File: config.mk
export PLATFORM = sky130hd
export DESIGN_NAME = pulse_tx
export DESIGN_NICKNAME = d
export VERILOG_FILES = /design/src/rtl/ptx_pkg.sv /design/src/rtl/ptx_win_addr.sv /design/src/rtl/ptx_dur_cnt.sv /design/src/rtl/ptx_thr_cnt.sv /design/src/rtl/pulse_tx.sv
export SDC_FILE = /design/constraint.sdc
export NUM_CORES = 1
export LEC_CHECK = 0
export BUFFER_PORTS_ARGS = -buffer_cell sky130_fd_sc_hd__buf_2
export CAP_MARGIN = 20
export CORE_MARGIN = 2
export CORE_UTILIZATION = 40
export DETAILED_ROUTE_END_ITERATION = 6
export SLEW_MARGIN = 20
export SYNTH_ARGS = -nofsm -noshare
export SYNTH_HDL_FRONTEND = slang
export SYNTH_SLANG_ARGS = --single-unit
export TNS_END_PERCENT = 20
File: constraint.sdc
create_clock -name clk -period 1.92 [get_ports clk]
set_input_delay 0.192 -clock clk [delete_from_list [all_inputs] [get_ports clk]]
set_output_delay 0.192 -clock clk [all_outputs]
set_load 0.02 [all_outputs]
File: src/rtl/ptx_pkg.sv
package ptx_pkg;
  localparam int ENTRY_W = 16;
  localparam int DUR_W   = ENTRY_W - 1;

  typedef struct packed {
    logic             level;
    logic [DUR_W-1:0] dur;
  } ptx_entry_t;

  typedef enum logic [2:0] {
    S_IDLE,
    S_FETCH,
    S_LOAD,
    S_ENTRY,
    S_HOLD
  } ptx_state_e;
endpackage

File: src/rtl/ptx_win_addr.sv
module ptx_win_addr #(
  parameter int BLK_WORDS = 64,
  parameter int MAX_BLKS  = 8,
  parameter int AW        = 9,
  parameter int BNW       = 3
) (
  input  logic           clk,
  input  logic           rst,
  input  logic           clr,
  input  logic           adv,
  input  logic [BNW-1:0] blk_sel,
  output logic [AW-1:0]  addr,
  output logic           at_last
);
  logic [AW-1:0] last_addr;

  assign last_addr = AW'(blk_sel) * AW'(BLK_WORDS) + AW'(BLK_WORDS - 1);
  assign at_last   = (addr == last_addr);

  always_ff @(posedge clk) begin
    if (rst)       addr <= '0;
    else if (clr)  addr <= '0;
    else if (adv)  addr <= at_last ? '0 : addr + AW'(1);
  end

  AST_ADDR_STEP: assert property (@(posedge clk) disable iff (rst)
    (adv && !clr && !at_last) |=> (addr == $past(addr) + AW'(1)));
  AST_ADDR_WRAP: assert property (@(posedge clk) disable iff (rst)
    (adv && at_last) |=> (addr == '0));
endmodule

File: src/rtl/ptx_dur_cnt.sv
module ptx_dur_cnt
  import ptx_pkg::*;
(
  input  logic             clk,
  input  logic             rst,
  input  logic             load,
  input  logic [DUR_W-1:0] load_val,
  input  logic             tick,
  output logic             expire
);
  logic [DUR_W-1:0] cnt;

  assign expire = tick && (cnt == DUR_W'(1));

  always_ff @(posedge clk) begin
    if (rst)                     cnt <= '0;
    else if (load)               cnt <= load_val;
    else if (tick && cnt != '0)  cnt <= cnt - DUR_W'(1);
  end

  AST_LOAD_NONZERO: assert property (@(posedge clk) disable iff (rst)
    load |-> (load_val != '0));
endmodule

File: src/rtl/ptx_thr_cnt.sv
module ptx_thr_cnt #(
  parameter int CW = 11
) (
  input  logic          clk,
  input  logic          rst,
  input  logic          clr,
  input  logic          inc,
  input  logic [CW-1:0] limit,
  output logic          evt
);
  logic [CW-1:0] cnt;
  logic          hit;

  assign hit = (limit != '0) && (cnt + CW'(1) == limit);

  always_ff @(posedge clk) begin
    if (rst) begin
      cnt <= '0;
      evt <= 1'b0;
    end else begin
      evt <= 1'b0;
      if (clr) begin
        cnt <= '0;
      end else if (inc) begin
        evt <= hit;
        cnt <= hit ? '0 : cnt + CW'(1);
      end
    end
  end

  AST_THR_SINGLE: assert property (@(posedge clk) disable iff (rst)
    evt |=> !evt);
endmodule

File: src/rtl/pulse_tx.sv
module pulse_tx
  import ptx_pkg::*;
#(
  parameter int BLK_WORDS = 64,
  parameter int MAX_BLKS  = 8,
  localparam int AW  = $clog2(BLK_WORDS * MAX_BLKS),
  localparam int BNW = (MAX_BLKS > 1) ? $clog2(MAX_BLKS) : 1,
  localparam int CW  = AW + 2
) (
  input  logic           clk,
  input  logic           rst,
  input  logic           start,
  input  logic           tick,
  input  logic           wrap_en,
  input  logic           idle_level,
  input  logic [BNW-1:0] blk_sel,
  input  logic [CW-1:0]  thr_limit,
  output logic           mem_rd,
  output logic [AW-1:0]  mem_addr,
  input  logic [31:0]    mem_rdata,
  output logic           pin_out,
  output logic           done,
  output logic           thr_evt
);
  ptx_state_e state;
  logic [31:0] word_q;
  logic        half;
  ptx_entry_t  cur;
  logic        at_last, expire, hold_end;
  logic        addr_clr, addr_adv, dur_load;

  assign cur      = half ? ptx_entry_t'(word_q[31:16]) : ptx_entry_t'(word_q[15:0]);
  assign hold_end = (state == S_HOLD) && expire;
  assign addr_clr = (state == S_IDLE) && start;
  assign addr_adv = hold_end && half && (!at_last || wrap_en);
  assign dur_load = (state == S_ENTRY) && (cur.dur != '0);
  assign mem_rd   = (state == S_FETCH);

  ptx_win_addr #(
    .BLK_WORDS(BLK_WORDS), .MAX_BLKS(MAX_BLKS), .AW(AW), .BNW(BNW)
  ) u_addr (
    .clk(clk), .rst(rst), .clr(addr_clr), .adv(addr_adv),
    .blk_sel(blk_sel), .addr(mem_addr), .at_last(at_last)
  );

  ptx_dur_cnt u_dur (
    .clk(clk), .rst(rst), .load(dur_load), .load_val(cur.dur),
    .tick(tick), .expire(expire)
  );

  ptx_thr_cnt #(.CW(CW)) u_thr (
    .clk(clk), .rst(rst), .clr(addr_clr), .inc(dur_load),
    .limit(thr_limit), .evt(thr_evt)
  );

  always_ff @(posedge clk) begin
    if (rst) begin
      state   <= S_IDLE;
      word_q  <= '0;
      half    <= 1'b0;
      pin_out <= 1'b0;
      done    <= 1'b0;
    end else begin
      done <= 1'b0;
      case (state)
        S_IDLE: begin
          pin_out <= idle_level;
          if (start) state <= S_FETCH;
        end
        S_FETCH: state <= S_LOAD;
        S_LOAD: begin
          word_q <= mem_rdata;
          half   <= 1'b0;
          state  <= S_ENTRY;
        end
        S_ENTRY: begin
          if (cur.dur == '0) begin
            pin_out <= idle_level;
            done    <= 1'b1;
            state   <= S_IDLE;
          end else begin
            pin_out <= cur.level;
            state   <= S_HOLD;
          end
        end
        S_HOLD: begin
          if (expire) begin
            if (!half) begin
              half  <= 1'b1;
              state <= S_ENTRY;
            end else if (!at_last || wrap_en) begin
              state <= S_FETCH;
            end else begin
              pin_out <= idle_level;
              done    <= 1'b1;
              state   <= S_IDLE;
            end
          end
        end
        default: state <= S_IDLE;
      endcase
    end
  end

  AST_HOLD_STABLE: assert property (@(posedge clk) disable iff (rst)
    (state == S_HOLD && !tick) |=> $stable(pin_out));
  AST_DONE_IDLE: assert property (@(posedge clk) disable iff (rst)
    done |-> (pin_out == $past(idle_level)));
  AST_DONE_SINGLE: assert property (@(posedge clk) disable iff (rst)
    done |=> !done);
  AST_WIN_END_STOP: assert property (@(posedge clk) disable iff (rst)
    (hold_end && half && at_last && !wrap_en) |=> (done && !mem_rd));
  AST_THR_DONE_EXCL: assert property (@(posedge clk) disable iff (rst)
    done |-> !thr_evt);
endmodule

==> qor.log, run 1 <==
[power] proportion of power drawn by flip-flops and latches 35.0%
[clock_network] TritonCTS clock tree built
[power] clock network fraction of total power 24.1%
[floorplan] die area 11110 um^2
[final_layout] most used cells in the layout excluding fill and tap cells nand2_1 (92), buf_4 (85), dfxtp_1 (71), buf_2 (64), a21oi_1 (43)
[placement] cell count after placement 766
[power] part of the total power dissipated in combinational logic 40.9%
[final_layout] Filler cells 979
[worst_setup_path] Arrival @ worst endpoint 2.42 ns
[timing] count of endpoints failing setup in the final report 29
[routing] remaining number of nets flagged by the antenna check after routing 0
[worst_setup_path] kind of start point of the critical path flop
[synthesis] cell count after synthesis 512
[timing] clock period minus final worst setup slack 2.159 ns
[grt] number of global-route vias before repair 3859
[routing] DRT Wirelength 11480 um
[clock_network] Clk Tree Root Cell clkbuf_8
[synthesis] number of synthesized register bits 74
[final_layout] fraction of layout instances using a drive strength above 1 34.25%
[synthesis] most instantiated flip-flop cell in the synthesis netlist dfxtp_1
[final_layout] synthesis-to-finish area growth 36.55%
[floorplan] overall die width 105.4 um
[grt] maximum number of pins on one net before global-route repair 33
[worst_hold_path] path class of the lowest-slack min-delay path primary input to flop
[timing] worst hold slack 0.04634 ns
[routing] violation count after the first detailed-route iteration 164
[final_layout] post-route non-filler standard cell count 790
[worst_setup_path] data required time of the critical path 2.18 ns
[routing] routed wirelength normalized by instance count 14.53 um
[timing] unrepaired setup endpoints after global routing true
[timing] final critical-path share of the clock period 112.5%
[run] max-cap check violation count 0
[final_layout] total number of nets in the final design 705
[placement] worst slack at placement -0.2264 ns
[power] maximum ir drop on the vdd rail 0.5415 mV
[grt] first-pass GRT wire length 18680 um
[grt] initial antenna violation count 0
[timing] Setup Total Neg Slack -3.233 ns
[power] net load switching power 1.776 mW
[timing] slew margin rel. 68.73%
[synthesis] total nets after synthesis 568
[clock_network] clock buffer count from CTS 9
[placement] Placer Congestion 0.8624
[placement] DP Wirelength 8477 um
[power] Int Power 3.409 mW
[synthesis] number of flops mapped to enable cells by yosys 0
[synthesis] cell area after synthesis 4111 um^2
[clock_network] clk sink count 74
[power] sw frac 34.25%
[routing] number of vias after detailed routing 4186
[routing] post-DR vias/cell 5.299
[placement] Port Buffers 64
[routing] DRC violation count after routing 0
[clock_network] Max Buffers Root-to-Sink 2
[timing] Worst Setup Slack, final -0.2395 ns
[synthesis] sequential area share after synthesis 36.03%
[power] Pwr Density 923.6 nW/um^2
[grt] total overflow reported by the global router 0
[timing] measured slew at the worst slew-check pin 0.4690 ns
[floorplan] I/O pin cnt 65
[synthesis] proportion of synthesized flip-flops having asynchronous set or reset 0%
[timing] Final Skew 0.01225 ns
[routing] first-pass iteration count of the detailed router 4
[final_layout] final antenna diode count 0
[floorplan] vertical die dimension 105.4 um
[floorplan] cell row count 37
[power] Static Leak 2.171 nW
[synthesis] synthesized area per cell 8.030 um^2
[placement] instance area after placement 5154 um^2
[timing] max-slew violation count 0
[timing] Hold Fails Final Rpt 0
[synthesis] Synth Warn # 0
[grt] Global Route Usage Sum 20.62%
[final_layout] most frequent standard cell in the layout excluding fill and tap cells nand2_1
[clock_network] number of H-tree branching levels 3
[synthesis] synth unique cells 66
[worst_setup_path] type of the worst setup path flop to flop
[clock_network] CTS clk-pin slew, worst paths 0.08 ns
[status] failing checks negative setup slack
[worst_setup_path] register-to-register setup slack -0.24 ns
[final_layout] final core area utilization 55.37%
[floorplan] effective utilization at floorplan 40.55%
[worst_setup_path] maximum net fanout on the critical path 8
[floorplan] Placeable Area 10140 um^2
[final_layout] post-route cell area 5614 um^2
[power] Final Power 5.185 mW
[timing] highest achievable clock rate 463.1 MHz
[worst_setup_path] sort of element at the end of the critical path flop
[clock_network] source-to-sink clock delay at the later pin of the worst-skew pair 0.36 ns
[status] outcome finished, violations left
[worst max-delay path, cell delays in order, from the launching register on]
cell and delay, ns:
dfxtp_2 0.33, or4b_4 0.52, o22ai_2 0.16, or4b_4 0.51, nand2_4 0.13, buf_12 0.13, a211oi_1 0.07, a211oi_2 0.21
[flip-flops by register name, indices dropped and copies added, names as in the netlist]
| register | flops |
|---|---|
| state | 3 |
| done | 1 |
| word_q | 32 |
| half | 1 |
| u_thr.evt | 1 |
| pin_out | 1 |
| u_dur.cnt | 15 |
| u_thr.cnt | 11 |
| u_addr.addr | 9 |
[routing by layer]
layer	track usage [%]	part of all wire, %	up-vias
li1	-	-	2120
met1	29.47	47	1963
met2	32.03	47	92
met3	3.649	4.3	11
met4	5.333	1.1	0
met5	0	0	-
[final timing paths]
path / from / end / depth (start not counted)
setup / recovery: word_q[30] / u_dur.cnt[7] / 7
hold / removal: rst / pin_out / 2
setup reg to reg: word_q[30] / u_dur.cnt[7] / 7
hold reg to reg: word_q[31] / word_q[31] / 2
[power by group through the flow]
stage	sequential (mW)	clock [mW]	combinational (mW)
2_1_floorplan	1.85	0	1.11
3_3_place_gp	1.83	0	1.92
3_5_place_dp	1.84	0	1.94
4_1_cts	1.80	1.27	2.01
5_1_grt	1.82	1.36	2.32
6_report	1.81	1.25	2.12
[logic make-up (layout without fill, tap and decap cells)]
family                   count (synthesis)  after routing  share of synthesized area [%]
buffers and inverters                   41            183                          4.534
adder cells (fa/ha/maj)                  4              4                          1.217
AO/OA/AOI/OAI                          119            119                          20.15
flip-flops                              74             74                          36.03
AND/OR/NAND/NOR                        231            231                          28.61
multiplexers                             9              9                          2.222
XOR/XNOR                                34             34                          7.243
[final cells by class]
cell class	instances	area, um^2	share of cell area (%)
clock inverters	5	62.56	1.114
inverters	8	30.03	0.5349
clock buffers	11	141.4	2.518
repair buffers	159	1124	20.01
flip-flops and latches	74	1488	26.50
well taps	136	170.2	3.031
multi-input cells	397	2599	46.29
[timing repair]
item	4_1_cts	5_1_grt
resized for setup	10	29
buffers inserted	5	2
gates cloned	0	1
setup endpoints to repair	34	39
pin swaps	0	15
hold buffers	0	0
[synth_stat cells (9+ instances only)]
cell | number | area share, %
a21oi_1 | 44 | 5.4
dfxtp_1 | 74 | 36
nor4_1 | 17 | 2.6
nand2_1 | 93 | 8.5
xor2_1 | 11 | 2.3
a211oi_1 | 17 | 3.1
nor2_1 | 32 | 2.9
clkbuf_1 | 24 | 2.2
nor3_1 | 16 | 1.9
xnor2_1 | 23 | 4.9
nand3_1 | 13 | 1.6
nor2b_1 | 9 | 1.4
Power figures use the tool's default switching activity.
==> run 2: changes to the inputs <==
--- a/config.mk
+++ b/config.mk
@@ -7,7 +7,6 @@
 export LEC_CHECK = 0
 export BUFFER_PORTS_ARGS = -buffer_cell sky130_fd_sc_hd__buf_2
 export CAP_MARGIN = 20
-export CORE_MARGIN = 2
 export CORE_UTILIZATION = 40
 export DETAILED_ROUTE_END_ITERATION = 6
 export SLEW_MARGIN = 20
==> qor.log, run 2 (synthesis gave the netlist of run 1 again) <==
[grt] first-pass GRT wire length 18400 um [was 18680 um]
[worst_setup_path] worst path cell trace or4b_1, o22ai_2, or4b_4, nand2_4, buf_12, buf_8, buf_6, a211oi_2 [was or4b_4, o22ai_2, or4b_4, nand2_4, buf_12, a211oi_1, a211oi_2]
[grt] total overflow reported by the global router 0 [unchanged]
[timing] clock period minus final worst setup slack 2.188 ns [was 2.159 ns]
[floorplan] Placeable Area 9864 um^2 [was 10140 um^2]
[routing] DRT Wirelength 11640 um [was 11480 um]
[routing] routed wirelength normalized by instance count 14.69 um [was 14.53 um]
[final_layout] total number of nets in the final design 711 [was 705]
[worst_setup_path] combined buffer and inverter count along the critical path 3 [was 1]
[power] maximum ir drop on the vdd rail 0.4959 mV [was 0.5415 mV]
[grt] maximum number of pins on one net before global-route repair 48 [was 33]
[routing] first-pass iteration count of the detailed router 5 [was 4]
[worst_setup_path] top cell family by delay on the critical path simple AND/OR/NAND/NOR gates [unchanged]
[floorplan] vertical die dimension 103.4 um [was 105.4 um]
[routing] violation count after the first detailed-route iteration 139 [was 164]
[clock_network] number of H-tree branching levels 3 [unchanged]
[worst_setup_path] type of the worst setup path flop to flop [unchanged]
[timing] measured slew at the worst slew-check pin 0.5661 ns [was 0.4690 ns]
[timing] Final Skew 0.01181 ns [was 0.01225 ns]
[clock_network] CTS clk-pin slew, worst paths 0.08 ns [about the same]
[run] max-cap check violation count 0 [unchanged]
[worst_setup_path] end point of the critical path u_dur.cnt[12] [was u_dur.cnt[7]]
[worst_setup_path] start point of the critical path word_q[30] [unchanged]
[final_layout] synthesis-to-finish area growth 34.51% [was 36.55%]
[clock_network] Clk Tree Root Cell clkbuf_8 [unchanged]
[worst_hold_path] path class of the lowest-slack min-delay path primary input to flop [unchanged]
[final_layout] register containing the most flip-flops in the final layout word_q [unchanged]
[final_layout] leading registers by flop count word_q x32, u_dur.cnt x15, u_thr.cnt x11 [unchanged]
[final_layout] fraction of layout instances using a drive strength above 1 33.38% [was 34.25%]
[status] outcome finished, violations left [unchanged]
[routing] number of vias after detailed routing 4162 [was 4186]
[floorplan] overall die width 103.4 um [was 105.4 um]
[grt] Global Route Usage Sum 22.36% [was 20.62%]
[timing] final critical-path share of the clock period 114.0% [was 112.5%]
[routing] post-DR vias/cell 5.255 [was 5.299]
[clock_network] TritonCTS clock tree built [unchanged]
[worst_setup_path] kind of start point of the critical path flop [unchanged]
[floorplan] cell row count 36 [was 37]
[worst_setup_path] r2r endpoint u_dur.cnt[12] [was u_dur.cnt[7]]
[final_layout] most used cells in the layout excluding fill and tap cells buf_4 (93), nand2_1 (92), dfxtp_1 (72), buf_2 (64), a21oi_1 (43) [was nand2_1 (92), buf_4 (85), dfxtp_1 (71), buf_2 (64), a21oi_1 (43)]
[floorplan] die area 10690 um^2 [was 11110 um^2]
[worst_setup_path] number of logic stages on the critical path including buffering 8 [was 7]
[worst_setup_path] cells on worst reg2reg path 8 [was 7]
[placement] DP Wirelength 8427 um [was 8477 um]
[floorplan] I/O pin cnt 65 [unchanged]
[placement] cell count after placement 774 [was 766]
[final_layout] most frequent standard cell in the layout excluding fill and tap cells buf_4 [was nand2_1]
[timing] Hold Fails Final Rpt 0 [unchanged]
[clock_network] source-to-sink clock delay at the later pin of the worst-skew pair 0.35 ns [was 0.36 ns]
[worst_setup_path] Critical-path top delay cell or4b_1 [was or4b_4]
[placement] Port Buffers 64 [unchanged]
[grt] initial antenna violation count 0 [unchanged]
[timing] count of endpoints failing setup in the final report 29 [unchanged]
[final_layout] flip-flop count of the largest register after layout 32 [unchanged]
[timing] highest achievable clock rate 456.9 MHz [was 463.1 MHz]
[clock_network] clock buffer count from CTS 9 [unchanged]
[worst_setup_path] launch point of the worst reg-to-reg path word_q[30] [unchanged]
[worst_setup_path] data required time of the critical path 2.13 ns [was 2.18 ns]
[worst_setup_path] maximum net fanout on the critical path 8 [unchanged]
[power] Pwr Density 899.5 nW/um^2 [was 923.6 nW/um^2]
[worst_setup_path] sort of element at the end of the critical path flop [unchanged]
[timing] slew margin rel. 61.91% [was 68.73%]
[timing] unrepaired setup endpoints after global routing true [unchanged]
[clock_network] hold-fix buffer count after cts 0 [unchanged]
[worst_setup_path] register-to-register setup slack -0.27 ns [was -0.24 ns]
[routing] remaining number of nets flagged by the antenna check after routing 0 [unchanged]
[timing] max-slew violation count 0 [unchanged]
[placement] Placer Congestion 0.8461 [was 0.8624]
[worst_setup_path] Arrival @ worst endpoint 2.40 ns [was 2.42 ns]
[clock_network] clk sink count 74 [unchanged]
[worst_setup_path] highest cell delay on the worst timing path 0.53 ns [was 0.52 ns]
[grt] number of global-route vias before repair 3827 [was 3859]
[routing] DRC violation count after routing 0 [unchanged]
[clock_network] Max Buffers Root-to-Sink 2 [unchanged]
[status] failing checks negative setup slack [unchanged]
[floorplan] effective utilization at floorplan 41.68% [was 40.55%]
[placement] worst slack at placement -0.2499 ns [was -0.2264 ns]
[timing] Worst Setup Slack, final -0.2684 ns [was -0.2395 ns]
[power] Static Leak 2.198 nW [was 2.171 nW]
[final_layout] post-route non-filler standard cell count 792 [was 790]
[final_layout] final antenna diode count 0 [unchanged]
run 2: cell types whose count changed in the layout (fill, tap and decap cells not counted), sizes merged:
cell	before	now
clkbuf	12	9
clkinv	1	5
buf	158	165
inv	9	8
clkinvlp	2	0
run 2: stage by stage:
stage	TNS, ns	cell area (um^2)	hold WS (ns)	power, mW	util (%)
final	-4.453	5530	0.07232	4.975	56.06
after CTS	-4.391	5483	0.06015	4.893	55.58
after floorplan	-2.561	4114	0.3280	2.962	-
after detailed placement	-5.628	5195	0.4382	3.670	52.66
after global placement	-4.199	5195	0.4334	3.637	52.66
after global routing	-6.762	5530	0.07119	5.261	56.06
run 2: how the worst min path moves through the flow:
stage | start | end | slack (ns) | cells past startpoint
5_1_grt | mem_rdata[5] | word_q[5] | 0.07 | 3
6_report | mem_rdata[19] | word_q[19] | 0.07 | 3
3_5_place_dp | mem_rdata[24] | word_q[24] | 0.44 | 3
4_1_cts | mem_rdata[19] | word_q[19] | 0.06 | 3
3_3_place_gp | mem_rdata[20] | word_q[20] | 0.43 | 3
2_1_floorplan | mem_rdata[15] | word_q[15] | 0.33 | 2
run 2: worst min-delay path: cells and delay by family:
kind                   cells  cell delay [ns]
buffers and inverters      1             0.09
AO/OA/AOI/OAI              1             0.05
AND/OR/NAND/NOR            1             0.04
run 2: layout make-up:
class | instances | area (um^2)
clock buffers | 9 | 123.9
clock inverters | 6 | 58.81
multi-input cells | 397 | 2546
flip-flops and latches | 74 | 1484
well taps | 133 | 166.4
repair buffers | 165 | 1121
fillers | 941 | 4334
inverters | 8 | 30.03
run 2: what timing repair did:
item / 4_1_cts / 5_1_grt
endpoints found under the setup margin: 31 / 35
buffers inserted: 4 / 0
gates resized for setup: 19 / 14
pin swaps: 4 / 6
run 2: metal layers:
metal	share of wire, %	GRT usage (%)	vias up
met4	1.3	6.826	0
met2	45	35.05	79
met1	50	31.16	1945
met5	0	0	-
met3	3.7	4.167	13
li1	-	-	2125
run 2: report_power, final:
group | internal (mW) | switching [mW] | leakage [nW]
combinational | 0.993 | 0.974 | 1.50
sequential | 1.69 | 0.146 | 0.601
clock | 0.586 | 0.588 | 0.0986
